<file path="src/rtl/vlpf_pkg.sv">
package vlpf_pkg;
  typedef enum logic [1:0] {
    REQ_DEMAND    = 2'd0,
    REQ_PREFETCH  = 2'd1,
    REQ_WRITEBACK = 2'd2
  } req_kind_e;

  typedef enum logic [1:0] {
    ST_IDLE  = 2'd0,
    ST_FILL  = 2'd1,
    ST_PROBE = 2'd2
  } pf_state_e;
endpackage

</file>
<file path="src/rtl/vlpf_depth.sv">
module vlpf_depth #(
  parameter int VL_W     = 7,
  parameter int MULT_W   = 4,
  parameter int CNT_W    = 4,
  parameter int ELEM_LG2 = 2,
  parameter int LINE_LG2 = 6
) (
  input  logic              vl_mode,
  input  logic              seq_vec,
  input  logic [CNT_W-1:0]  fixed_k,
  input  logic [MULT_W-1:0] mult,
  input  logic [VL_W-1:0]   vl,
  output logic [CNT_W-1:0]  count
);
  localparam int PW     = VL_W + MULT_W + ELEM_LG2 + 1;
  localparam int PF_MAX = (1 << CNT_W) - 1;

  logic [PW-1:0]    span_bytes;
  logic [PW-1:0]    span_lines;
  logic [CNT_W-1:0] vl_count;

  // bytes touched by mult*vl elements, rounded up to whole lines
  assign span_bytes = (PW'(mult) * PW'(vl)) << ELEM_LG2;
  assign span_lines = (span_bytes + PW'((1 << LINE_LG2) - 1)) >> LINE_LG2;
  assign vl_count   = (span_lines > PW'(PF_MAX)) ? CNT_W'(PF_MAX)
                                                 : span_lines[CNT_W-1:0];
  assign count      = vl_mode ? (seq_vec ? vl_count : '0) : fixed_k;
endmodule

</file>
<file path="src/rtl/vlpf_wbuf.sv">
module vlpf_wbuf #(
  parameter int DEPTH = 2,
  parameter int W     = 26
) (
  input  logic         clk,
  input  logic         rst,
  input  logic         push,
  input  logic [W-1:0] push_line,
  input  logic         pop,
  output logic [W-1:0] head_line,
  output logic         empty,
  output logic         full
);
  localparam int PTR_W = (DEPTH > 1) ? $clog2(DEPTH) : 1;
  localparam int CNT_W = $clog2(DEPTH + 1);

  logic [W-1:0]     store [DEPTH];
  logic [PTR_W-1:0] wr_ptr, rd_ptr;
  logic [CNT_W-1:0] fill;

  function automatic logic [PTR_W-1:0] bump(input logic [PTR_W-1:0] p);
    return (p == PTR_W'(DEPTH - 1)) ? '0 : p + 1'b1;
  endfunction

  // storage without reset so it can map to RAM
  always_ff @(posedge clk) begin
    if (push) store[wr_ptr] <= push_line;
  end

  always_ff @(posedge clk) begin
    if (rst) begin
      wr_ptr <= '0;
      rd_ptr <= '0;
      fill   <= '0;
    end else begin
      if (push) wr_ptr <= bump(wr_ptr);
      if (pop)  rd_ptr <= bump(rd_ptr);
      fill <= fill + CNT_W'(push) - CNT_W'(pop);
    end
  end

  assign head_line = store[rd_ptr];
  assign empty     = (fill == '0);
  assign full      = (fill == CNT_W'(DEPTH));

  AST_WB_NO_OVERFLOW: assert property (@(posedge clk) disable iff (rst)
    push |-> !full);
  AST_WB_NO_UNDERFLOW: assert property (@(posedge clk) disable iff (rst)
    pop |-> !empty);
endmodule

</file>
<file path="src/rtl/vl_prefetch_ctrl.sv">
module vl_prefetch_ctrl
  import vlpf_pkg::*;
#(
  parameter int ADDR_W     = 32,
  parameter int LINE_LG2   = 6,
  parameter int REGION_LG2 = 12,
  parameter int LATENCY    = 9,
  parameter int CNT_W      = 4,
  parameter int VL_W       = 7,
  parameter int MULT_W     = 4,
  parameter int ELEM_LG2   = 2,
  parameter int WB_DEPTH   = 2
) (
  input  logic                         clk,
  input  logic                         rst,
  input  logic                         miss_valid,
  input  logic [ADDR_W-LINE_LG2-1:0]   miss_line,
  input  logic                         miss_seq_vec,
  input  logic [VL_W-1:0]              vec_len,
  input  logic                         cfg_vl_mode,
  input  logic [CNT_W-1:0]             cfg_fixed_k,
  input  logic [MULT_W-1:0]            cfg_vl_mult,
  input  logic                         cfg_wb_en,
  output logic                         probe_valid,
  output logic [ADDR_W-LINE_LG2-1:0]   probe_line,
  input  logic                         probe_hit,
  input  logic                         probe_dirty,
  input  logic [ADDR_W-LINE_LG2-1:0]   probe_victim,
  output logic                         mem_req_valid,
  output logic [1:0]                   mem_req_kind,
  output logic [ADDR_W-LINE_LG2-1:0]   mem_req_line
);
  localparam int LW    = ADDR_W - LINE_LG2;
  localparam int RB    = REGION_LG2 - LINE_LG2;
  localparam int LAT_W = $clog2(LATENCY + 1);
  localparam logic [LAT_W-1:0] LAT_LAST = LAT_W'(LATENCY - 1);

  pf_state_e        state;
  logic [LAT_W-1:0] lat_cnt;
  logic             pend_v, pend_seq;
  logic [LW-1:0]    pend_line;
  logic [CNT_W-1:0] pf_left;
  logic [LW-1:0]    cur_line, base_line;
  logic             wb_en_r;

  logic             dem_v, dem_seq;
  logic [LW-1:0]    dem_line, next_line;
  logic [CNT_W-1:0] depth_cnt;
  logic             in_region, more_pf, pf_ok, choose, take_dem;
  logic             wb_push, wb_pop, wb_empty, wb_full;
  logic [LW-1:0]    wb_head;

  // a waiting demand takes precedence over a miss in the same cycle
  assign dem_v     = pend_v | miss_valid;
  assign dem_line  = pend_v ? pend_line : miss_line;
  assign dem_seq   = pend_v ? pend_seq  : miss_seq_vec;
  assign next_line = cur_line + 1'b1;
  assign in_region = (next_line[LW-1:RB] == base_line[LW-1:RB]);
  assign more_pf   = (pf_left != '0) && in_region;

  assign pf_ok    = (state == ST_PROBE) && !dem_v && !probe_hit &&
                    (!probe_dirty || (wb_en_r && !wb_full));
  assign choose   = (state == ST_IDLE) ||
                    ((state == ST_FILL) && (lat_cnt == '0)) ||
                    ((state == ST_PROBE) && !pf_ok);
  assign take_dem = choose && dem_v;
  assign wb_push  = pf_ok && probe_dirty;
  assign wb_pop   = choose && !dem_v && !more_pf && !wb_empty;

  vlpf_depth #(
    .VL_W(VL_W), .MULT_W(MULT_W), .CNT_W(CNT_W),
    .ELEM_LG2(ELEM_LG2), .LINE_LG2(LINE_LG2)
  ) depth_i (
    .vl_mode(cfg_vl_mode), .seq_vec(dem_seq), .fixed_k(cfg_fixed_k),
    .mult(cfg_vl_mult), .vl(vec_len), .count(depth_cnt)
  );

  vlpf_wbuf #(.DEPTH(WB_DEPTH), .W(LW)) wbuf_i (
    .clk(clk), .rst(rst), .push(wb_push), .push_line(probe_victim),
    .pop(wb_pop), .head_line(wb_head), .empty(wb_empty), .full(wb_full)
  );

  always_ff @(posedge clk) begin
    if (rst) begin
      state         <= ST_IDLE;
      lat_cnt       <= '0;
      pend_v        <= 1'b0;
      pend_seq      <= 1'b0;
      pend_line     <= '0;
      pf_left       <= '0;
      cur_line      <= '0;
      base_line     <= '0;
      wb_en_r       <= 1'b0;
      probe_valid   <= 1'b0;
      probe_line    <= '0;
      mem_req_valid <= 1'b0;
      mem_req_kind  <= REQ_DEMAND;
      mem_req_line  <= '0;
    end else begin
      mem_req_valid <= 1'b0;
      probe_valid   <= 1'b0;
      if (take_dem) begin
        pend_v <= 1'b0;
      end else if (miss_valid) begin
        pend_v    <= 1'b1;
        pend_line <= miss_line;
        pend_seq  <= miss_seq_vec;
      end
      if ((state == ST_FILL) && (lat_cnt != '0)) lat_cnt <= lat_cnt - 1'b1;
      if (pf_ok) begin
        mem_req_valid <= 1'b1;
        mem_req_kind  <= REQ_PREFETCH;
        mem_req_line  <= cur_line;
        lat_cnt       <= LAT_LAST;
        state         <= ST_FILL;
      end
      if (choose) begin
        if (dem_v) begin
          mem_req_valid <= 1'b1;
          mem_req_kind  <= REQ_DEMAND;
          mem_req_line  <= dem_line;
          base_line     <= dem_line;
          cur_line      <= dem_line;
          pf_left       <= depth_cnt;
          wb_en_r       <= cfg_wb_en;
          lat_cnt       <= LAT_LAST;
          state         <= ST_FILL;
        end else if (more_pf) begin
          probe_valid   <= 1'b1;
          probe_line    <= next_line;
          cur_line      <= next_line;
          pf_left       <= pf_left - 1'b1;
          state         <= ST_PROBE;
        end else if (!wb_empty) begin
          mem_req_valid <= 1'b1;
          mem_req_kind  <= REQ_WRITEBACK;
          mem_req_line  <= wb_head;
          pf_left       <= '0;
          lat_cnt       <= LAT_LAST;
          state         <= ST_FILL;
        end else begin
          pf_left       <= '0;
          state         <= ST_IDLE;
        end
      end
    end
  end

  // checker state, kept apart from the control path
  logic [LAT_W-1:0] chk_gap;
  logic [LW-1:0]    chk_last;
  always_ff @(posedge clk) begin
    if (rst) begin
      chk_gap  <= LAT_W'(LATENCY);
      chk_last <= '0;
    end else begin
      if (mem_req_valid) chk_gap <= LAT_W'(1);
      else if (chk_gap < LAT_W'(LATENCY)) chk_gap <= chk_gap + 1'b1;
      if (mem_req_valid && (mem_req_kind != REQ_WRITEBACK)) chk_last <= mem_req_line;
    end
  end

  AST_QUIET_AFTER_RESET: assert property (@(posedge clk) disable iff (rst)
    $past(rst) |-> (!mem_req_valid && !probe_valid));
  AST_PORT_SPACING: assert property (@(posedge clk) disable iff (rst)
    mem_req_valid |-> (chk_gap >= LAT_W'(LATENCY)));
  AST_PF_ASCENDING: assert property (@(posedge clk) disable iff (rst)
    (mem_req_valid && (mem_req_kind == REQ_PREFETCH)) |->
      ((mem_req_line > chk_last) && (mem_req_line[LW-1:RB] == chk_last[LW-1:RB])));
  AST_PROBE_OR_REQ: assert property (@(posedge clk) disable iff (rst)
    $onehot0({probe_valid, mem_req_valid}));
endmodule

</file>
<file path="config.mk">
export PLATFORM = sky130hd
export DESIGN_NAME = vl_prefetch_ctrl
export DESIGN_NICKNAME = d
export VERILOG_FILES = /design/src/rtl/vlpf_pkg.sv /design/src/rtl/vlpf_depth.sv /design/src/rtl/vlpf_wbuf.sv /design/src/rtl/vl_prefetch_ctrl.sv
export SDC_FILE = /design/constraint.sdc
export NUM_CORES = 1
export LEC_CHECK = 0
export BUFFER_PORTS_ARGS = -buffer_cell sky130_fd_sc_hd__buf_2
export CAP_MARGIN = 30
export CORE_ASPECT_RATIO = 1.75
export CORE_MARGIN = 2
export CORE_UTILIZATION = 30
export DETAILED_ROUTE_END_ITERATION = 10
export SETUP_SLACK_MARGIN = 0.1
export SLEW_MARGIN = 20
export SYNTH_ARGS = -nofsm -noshare
export SYNTH_HDL_FRONTEND = slang
export SYNTH_HIERARCHICAL = 1
export SYNTH_SLANG_ARGS = --single-unit
</file>
<file path="constraint.sdc">
create_clock -name clk -period 9.76 [get_ports clk]
set_input_delay 1.952 -clock clk [delete_from_list [all_inputs] [get_ports clk]]
set_output_delay 1.952 -clock clk [all_outputs]
set_load 0.02 [all_outputs]
</file>
======== Word-level counts from Yosys, hierarchy flattened ========
Memories as Yosys holds them, arrays and structs flattened. A register that Yosys moved wholly into a read port is not among the register bits.
Cells that the tools add are included.
storage, ports and cells
  register bits after elaboration ......... 151
  bits in writable memories ............... 52
  bits of input ports ..................... 75
  output and inout port bits .............. 56
  memories kept ........................... 1
memory list
  memory        words  width  read ports  clocked after Yosys merged registers in  write ports  RTL line         RTL
  wbuf_i.store  2      26     1           1                                        1            vlpf_wbuf.sv:17  logic [W-1:0] store [DEPTH];
operators by class
  add/sub/neg operators ................... 8
  $mul .................................... 1
  order comparisons ....................... 1
  eq/ne operators ......................... 4
  mux-type cells .......................... 42
  bitwise operators ....................... 4
  reductions and logical operators ........ 36
operators with widths
  cell                   number
  $mux 26                8
  $mux 4                 11
  $add 26x1->26 const B  1
  $eq 20x20->1           1
  $mux 2                 9
  $add 13x6->14 const B  1
  $mux 1                 14
  $logic_and 1x1->1      13
  $mul 4x7->11           1
  $gt 8x4->1 const B     1
  $reduce_bool 4->1      2
  $sub 4x1->4 const B    2
  $logic_not 1->1        7
  $reduce_and 2->1       3
  $eq 2x2->1 const B     2
  $logic_not 2->1        2
  $logic_not 4->1        1
  $reduce_bool 2->1      2
  $logic_or 1x1->1       3
  $not 1->1              3
  $reduce_and 3->1       1
  $reduce_or 3->1        1
  $add 1x1->1 const B    2
  $add 2x1->2            1
  4 further kinds        4

======== Logic depth before layout (Yosys ltp) ========
Gate-level depths: netlist (run 1).
  depth in word-level cells ............... 13
  mapped depth ............................ 15

======== Hierarchy ========
The synthesis (run 1) kept the hierarchy.
modules (own cells, without submodules)
  module            instances  cells each  area each (um^2)  sequential area each (um^2)
  vl_prefetch_ctrl  1          886         7536.0            2822.7
  vlpf_wbuf         1          102         2197.1            1661.6
  vlpf_depth        1          109         910.9             0.0

======== Worst setup path before layout (run 1) ========
No wires, ideal clock.
  kind .................................... input to register
  from .................................... input port cfg_vl_mult[3]
  to ...................................... register pf_left[0]
  arrival ................................. 5.029 ns
  data required time ...................... 9.665 ns
  path slack .............................. 4.635 ns
  cell stages on the path ................. 14
  path buffers ............................ 0
  path through ............................ nand2_1 > fa_1 > inv_1 > fa_1 > inv_1 > fa_1 > xor2_1 > a31o_1 > nor3_4 > nand2_1 > o2111a_2 > a22oi_1 > a21oi_1 > a221oi_1
on the way
  longest elaborated chain between the ends .. 7
RTL lines
  what                   RTL line                 RTL
  from (decl)            vl_prefetch_ctrl.sv:22   input logic [MULT_W-1:0] cfg_vl_mult,
  $mul 4x7->11 *         vlpf_depth.sv:23         assign span_bytes = (PW'(mult) * PW'(vl)) << ELEM_LG2;
  $add 13x6->14 *        vlpf_depth.sv:24         assign span_lines = (span_bytes + PW'((1 << LINE_LG2) - 1)) >> LINE_LG2;
  $gt 8x4->1             vlpf_depth.sv:25         assign vl_count = (span_lines > PW'(PF_MAX)) ? CNT_W'(PF_MAX)
  $mux 4 *               vlpf_depth.sv:25
  $mux 4 * (2 in a row)  vlpf_depth.sv:27         assign count = vl_mode ? (seq_vec ? vl_count : '0) : fixed_k;
  via depth_cnt[0]       vl_prefetch_ctrl.sv:48   logic [CNT_W-1:0] depth_cnt;
  $mux 4 *               vl_prefetch_ctrl.sv:118  if (dem_v) begin
  to (signal assigned)   vl_prefetch_ctrl.sv:124  pf_left <= depth_cnt;
  to (signal assigned)   vl_prefetch_ctrl.sv:132  pf_left <= pf_left - 1'b1;
  to (decl)              vl_prefetch_ctrl.sv:42   logic [CNT_W-1:0] pf_left;
Mark *: on every way through the listed nets, which the timed path passes. The rest lies on a longest branch.
A chain may end at the register's enable or synchronous reset.

======== Worst setup path in the final report (run 1) ========
Same ends and word-level chain as after synthesis.

==> out/metrics.csv, run 1 <==
stage,metric,value,unit
outcome,status,completed,
detailed_routing,drcViolationCount,0,
layout,nets,1287,
setup_path,path_cells,"buf_2, nand2_1, fa_1, inv_1, fa_1, inv_1, fa_1, xor2_1, a31o_1, nor3_4, nand2_1, o2111a_2, a22oi_1, a21oi_1, a221oi_1",
layout,diodes,0,
placed_design,numPortBuffers,130,
pwr,power_density,174.3,nW/um^2
cts,cts_resized,0,
setup_path,path_class,in2reg,
timing,skew,15.23,ps
timing,rsz0062_at_grt,no,
synthesis,synth_warnings,6,
pwr,power.leakage,4.719,nW
placed_design,placed_area,11620,um^2
floorplan,die_w,146.4,um
layout,area_delta_synth_final,14.48,%
timing,hold_viol_final,0,
placed_design,dp_hpwl,22.98,mm
detailed_routing,wl,29.92,mm
setup_path,cp.arrival,5390,ps
setup_path,cpMostUsedCell,fa_1,
timing,slew_violations,0,
detailed_routing,route.met3.wl,1.174,mm
synthesis,syn_area_per_cell,9.703,um^2
detailed_routing,met1Wirelength,11.65,mm
synthesis,syn_inst,1097,
detailed_routing,dr_wl_met2,15.88,mm
synthesis,synthesis.nets,1202,
detailed_routing,top_layer_used,met4,
cts,root_buffer,clkbuf_16,
setup_path,slowest_stage,fa_1,
synthesis,synth.cell_area,10640,um^2
placed_design,dpl.cell_count,1626,
timing,tns,0,ps
cts,path_clk_slew,70,ps
cts,cts_tree,built,
setup_path,r2r_slack,5170,ps
floorplan,start_util,0.3035,
layout,n_fill_cell,3697,
layout,post-route-cell-area,12190,um^2
timing,finalSetupViolations,0,
grt,grt_pass1_wl,47.58,mm
min_path,worstHoldPathType,reg2reg,
synthesis,synth_top_cell_area_share,0.2746,
synthesis,synth_cell_types,84,
grt,antenna_found_initial,0,
cts,htree_levels,4,
synthesis,ys_ff_latch,198,
setup_path,cp_max_fo,7,
detailed_routing,firstDrtPassIters,5,
grt,grt_usage,0.1640,
placed_design,place_congestion,0.8906,
layout,final_common_cell,dfxtp_1,
cts,cts_buffers,17,
timing,slew-limit-headroom,0.3689,
timing,worstMarginPinSlew,946.6,ps
floorplan,io_pins,131,
detailed_routing,vias,8395,
cts,cts_buffer_depth,2,
setup_path,slowest_delay,560,ps
cts,post_cts_buffers,0,
layout,layout_common_cells,"dfxtp_1 (145), buf_2 (129), nand2_1 (126), nor2_1 (118), a21oi_1 (64)",
cts,cts_sinks,198,
layout,drive_gt1_frac,0.2326,
floorplan,die_y,253.2,um
cts,clkLatencyLatePin,450,ps
setup_path,end_kind,register,
pwr,total_power,0.002124,W
setup_path,required,10100,ps
synthesis,ys_dominant_reg_cell,dfxtp_1,
setup_path,cp_top_family,adder cells,
floorplan,placementRows,91,
setup_path,start_kind,input port,
synthesis,async_flop_share,0,
placed_design,dp_slack,4242,ps
grt,grt_max_degree,69,
flow_run,maxCapViolations,0,
detailed_routing,wl_per_cell,18.02,um
timing,period_needed,5044,ps
floorplan,core_area,35070,um^2
layout,fin_cells,1660,
grt,grt_overflow,0,
detailed_routing,drt-initial-drc-count,471,
pwr,vdd_drop_max,0.0001263,V
synthesis,yosysSeqAreaShare,0.4213,
timing,fin_crit_sh,0.5168,
synthesis,synth_area_leaders,"dfxtp_1 (27%), edfxtp_1 (15%), nand2_1 (4.4%)",
grt,first_global_vias,8568,
synthesis,synth_area_leader_cell,dfxtp_1,
timing,timing.fmax,198.2,MHz
synthesis,synth_edf_count,52,
timing,setup_slack,4716,ps
floorplan,floorplan.die_area,37060,um^2
cts,ctsHoldBuffers,0,
detailed_routing,vias_per_cell,5.057,
setup_path,worst-path-buf-inv,3,
detailed_routing,final_antenna_net_count,0,
-- power by group --
part / switching (W) / internal (W) / total (W) / leakage, nW
clock network: 0.000339 / 0.000334 / 0.000672 / 0.265
registers: 0.0000676 / 0.000898 / 0.000966 / 1.66
logic: 0.000285 / 0.000201 / 0.000486 / 2.80
-- logic make-up after synthesis --
family                     share of synthesized area
adders and majority gates                    0.04232
DFF                                           0.4213
buffers and inverters                        0.04584
xor gates and xnor gates                     0.04902
and+or+nand+nor                               0.1822
AOI/OAI and AO/OA                             0.1702
muxes                                        0.08910
-- tightest hold or removal path, cell delays in order, from the launching register on --
cell and delay (ps):
dfxtp_1 310, nand2_1 50, a21oi_1 50
-- synthesized netlist by cell type, drive strengths merged (20+ instances only) --
library cell,n
dfxtp,146
nand2,127
nor2,121
a21oi,66
clkbuf,54
edfxtp,52
mux2,50
o21ai,32
mux2i,31
and2,29
buf,25
inv,25
xnor2,25
a211oi,23
ha,20
nor3,20
-- state kept, by name, indices dropped and copies added (netlist names), 2 cells and up, named ones only --
name and count:
mem_req_kind 2, base_line 20, mem_req_line 26, probe_line 26, wbuf_i/fill 2, pf_left 4
wbuf_i/store 52, cur_line 26, pend_line 26, lat_cnt 4, state 2
-- area by class of cell --
type	instances	area, um^2	area share
clock buffers	18	429.2	0.03522
inverters	26	97.59	0.008009
well taps	465	581.8	0.04775
multi-input cells	794	5690	0.4670
repair buffers	145	782.0	0.06418
flip-flops and latches	198	4486	0.3681
clock inverters	14	118.9	0.009755
-- path summary, 6_finish.rpt --
path,startpoint,endpoint,depth (start not counted)
setup / recovery,cfg_vl_mult[3],pf_left[0]$_SDFFE_PP0N_,15
hold / removal,pend_line[24]$_SDFFE_PP0P_,pend_line[24]$_SDFFE_PP0P_,2
setup reg to reg,cur_line[0]$_SDFFE_PP0P_,mem_req_line[22]$_SDFF_PP0_,11
hold reg to reg,pend_line[24]$_SDFFE_PP0P_,pend_line[24]$_SDFFE_PP0P_,2
-- per-stage QoR --
stage | hold WS [ps] | util
floorplan | 432.9 | -
global placement | 437.9 | 0.3305
detailed placement | 446.9 | 0.3314
CTS | 457.0 | 0.3470
global route | 476.0 | 0.3475
finish | 456.3 | 0.3475
-- metal layers --
metal | GRT usage | up-vias
li1 | - | 4105
met4 | 0.07712 | 0
met1 | 0.1816 | 3991
met5 | 0 | -
met3 | 0.02541 | 65
met2 | 0.3050 | 234
Power figures use the tool's default switching activity.
==> run 2: changes to the inputs <==
==> constraint.sdc (replaced) <==
create_clock -name clk -period 4.2 [get_ports clk]
set_input_delay 0.84 -clock clk [delete_from_list [all_inputs] [get_ports clk]]
set_output_delay 0.84 -clock clk [all_outputs]
set_load 0.02 [all_outputs]
==> run 2 against run 1 <==
  * Clock power is 150% higher
  * Clock-buffer cell count increased by 1
  * Routed wire length rose by 1.9%
  * Sequential cell count is the same
  * Via count increased by 2.2%
  * Core utilization up 1.0 points
  * Sequential power is 130% higher
  * Register-to-register slack got worse by 4800 ps
  * Die area did not move
  * Non-clock buffer count up 39
  * Sequential share of layout area fell by 1.0 points
  * Combinational power up 150%
  * Largest power group unchanged
==> out/metrics.csv, run 2 (same netlist as run 1, synthesis figures left out) <==
stage,metric,value,unit
outcome,status,completed,
setup_path,cp.arrival,4180,ps
layout,drive_gt1_frac,0.2577,
pwr,power_density,405.5,nW/um^2
layout,fin_util,0.3576,
timing,finalSetupViolations,0,
detailed_routing,firstDrtPassIters,5,
grt,grt_usage,0.1641,
timing,timing.fmax,259.1,MHz
cts,cts_tree,built,
cts,cts_buffers,17,
placed_design,dp_hpwl,23.64,mm
setup_path,path_class,reg2reg,
grt,busiest_layer,met2,
detailed_routing,vias,8579,
cts,cts_buffer_depth,2,
setup_path,end_kind,register,
cts,cts_resized,0,
layout,layout_common_cells,"dfxtp_1 (145), buf_2 (129), nand2_1 (126), nor2_1 (119), a21oi_1 (64)",
floorplan,die_w,146.4,um
floorplan,die_y,253.2,um
timing,fin_crit_sh,0.9189,
pwr,p_switching,0.001610,W
detailed_routing,wl,30.49,mm
setup_path,required,4530,ps
setup_path,cp_max_fo,43,
cts,htree_levels,4,
grt,grt_overflow,0,
pwr,clockPowerShare,0.324,
timing,slew_violations,0,
floorplan,start_util,0.3035,
detailed_routing,wl_per_cell,17.95,um
pwr,pwr-share-seq,0.437,
timing,skew,17.22,ps
detailed_routing,vias_per_cell,5.049,
pwr,intPower,0.003475,W
grt,grt_max_degree,64,
layout,area_delta_synth_final,17.82,%
placed_design,numPortBuffers,130,
pwr,vdd_drop_max,0.0002951,V
cts,clkLatencyLatePin,460,ps
layout,nets,1326,
detailed_routing,drt-initial-drc-count,431,
timing,worstMarginPinSlew,955.6,ps
min_path,worstHoldPathType,reg2reg,
floorplan,placementRows,91,
placed_design,place_congestion,0.8781,
grt,grt_pass1_wl,47.07,mm
grt,antenna_found_initial,0,
pwr,power.leakage,4.950,nW
detailed_routing,drcViolationCount,0,
floorplan,core_area,35070,um^2
detailed_routing,final_antenna_net_count,0,
layout,final_common_cell,dfxtp_1,
cts,path_clk_slew,70,ps
floorplan,io_pins,131,
timing,rsz0062_at_grt,no,
cts,cts_sinks,198,
pwr,p_comb_frac,0.239,
layout,largest-register,wbuf_i/store,
grt,use_met2,0.3080,
pwr,total_power,0.005085,W
grt,first_global_vias,8543,
grt,grt_use_met1,0.1780,
timing,slew-limit-headroom,0.3606,
cts,root_buffer,clkbuf_16,
layout,largest_reg_flops,52,
pwr,sw_frac_of_total,0.3166,
timing,hold_viol_final,0,
grt,met3_usage,0.02505,
layout,diodes,0,
flow_run,maxCapViolations,0,
timing,period_needed,3860,ps
floorplan,floorplan.die_area,37060,um^2
setup_path,start_kind,register,
timing,tns,0,ps
run 2: what timing repair did:
item                                   in CTS  in global routing
setup endpoints to repair                   0                  2
setup buffers                               0                  2
hold buffers                                0                  0
endpoints found under the hold margin       0                  0
run 2: area by class of cell:
| cell class | instances | area, um^2 |
|---|---|---|
| Clock buffer | 19 | 452.9 |
| Clock inverter | 13 | 136.4 |
| Fill cell | 3651 | 22530 |
| Inverter | 26 | 97.59 |
| Multi-Input combinational cell | 794 | 5688 |
| Sequential cell | 198 | 4486 |
| Tap cell | 465 | 581.8 |
| Timing Repair Buffer | 184 | 1099 |
run 2: per-layer routing:
metal / share of wire / wire, um
met2: 0.54 / 16430
met1: 0.39 / 11890
met4: 0.037 / 1142
met5: 0 / 0
met3: 0.034 / 1027
run 2: metrics by stage:
stage                     area [um^2]  setup WS (ps)  cells  hold WS, ps
after CTS                       12530          271.5   1697        455.3
after global routing            12540          115.7   1699        471.8
after global placement          11910         -36.62   1663        438.6
after detailed placement        11940         -118.6   1665        443.7
after floorplan                 10640          187.2   1097        432.9
final                           12540          340.4   1699        455.0
run 2: worst paths after layout:
path / from / end / slack (ps) / cells past startpoint
worst min-delay path: pend_line[14]$_SDFFE_PP0P_ / pend_line[14]$_SDFFE_PP0P_ / 450 / 2
worst max-delay path: cur_line[2]$_SDFFE_PP0P_ / probe_line[7]$_SDFFE_PP0P_ / 340 / 13
worst max register to register: cur_line[2]$_SDFFE_PP0P_ / probe_line[7]$_SDFFE_PP0P_ / 340 / 13
worst min register to register: pend_line[14]$_SDFFE_PP0P_ / pend_line[14]$_SDFFE_PP0P_ / 450 / 2
run 2: worst max-delay path, cell delays in order (launching register included):
cell and delay (ps):
dfxtp_1 540, nand4_2 330, or4_4 620, o21ai_1 160
nand3_1 80, a2111oi_1 560, buf_4 230, nand3_2 80
buf_4 180, buf_4 160, nor3_4 270, buf_12 260
mux2i_1 210, nor2_1 50
run 2: power by group through the flow:
stage               clock (W)  sequential, W  combinational [W]
global route          0.00174        0.00224            0.00133
floorplan                   0        0.00225           0.000815
global placement            0        0.00226            0.00119
detailed placement          0        0.00226            0.00122
CTS                   0.00169        0.00222            0.00122
finish                0.00165        0.00222            0.00121
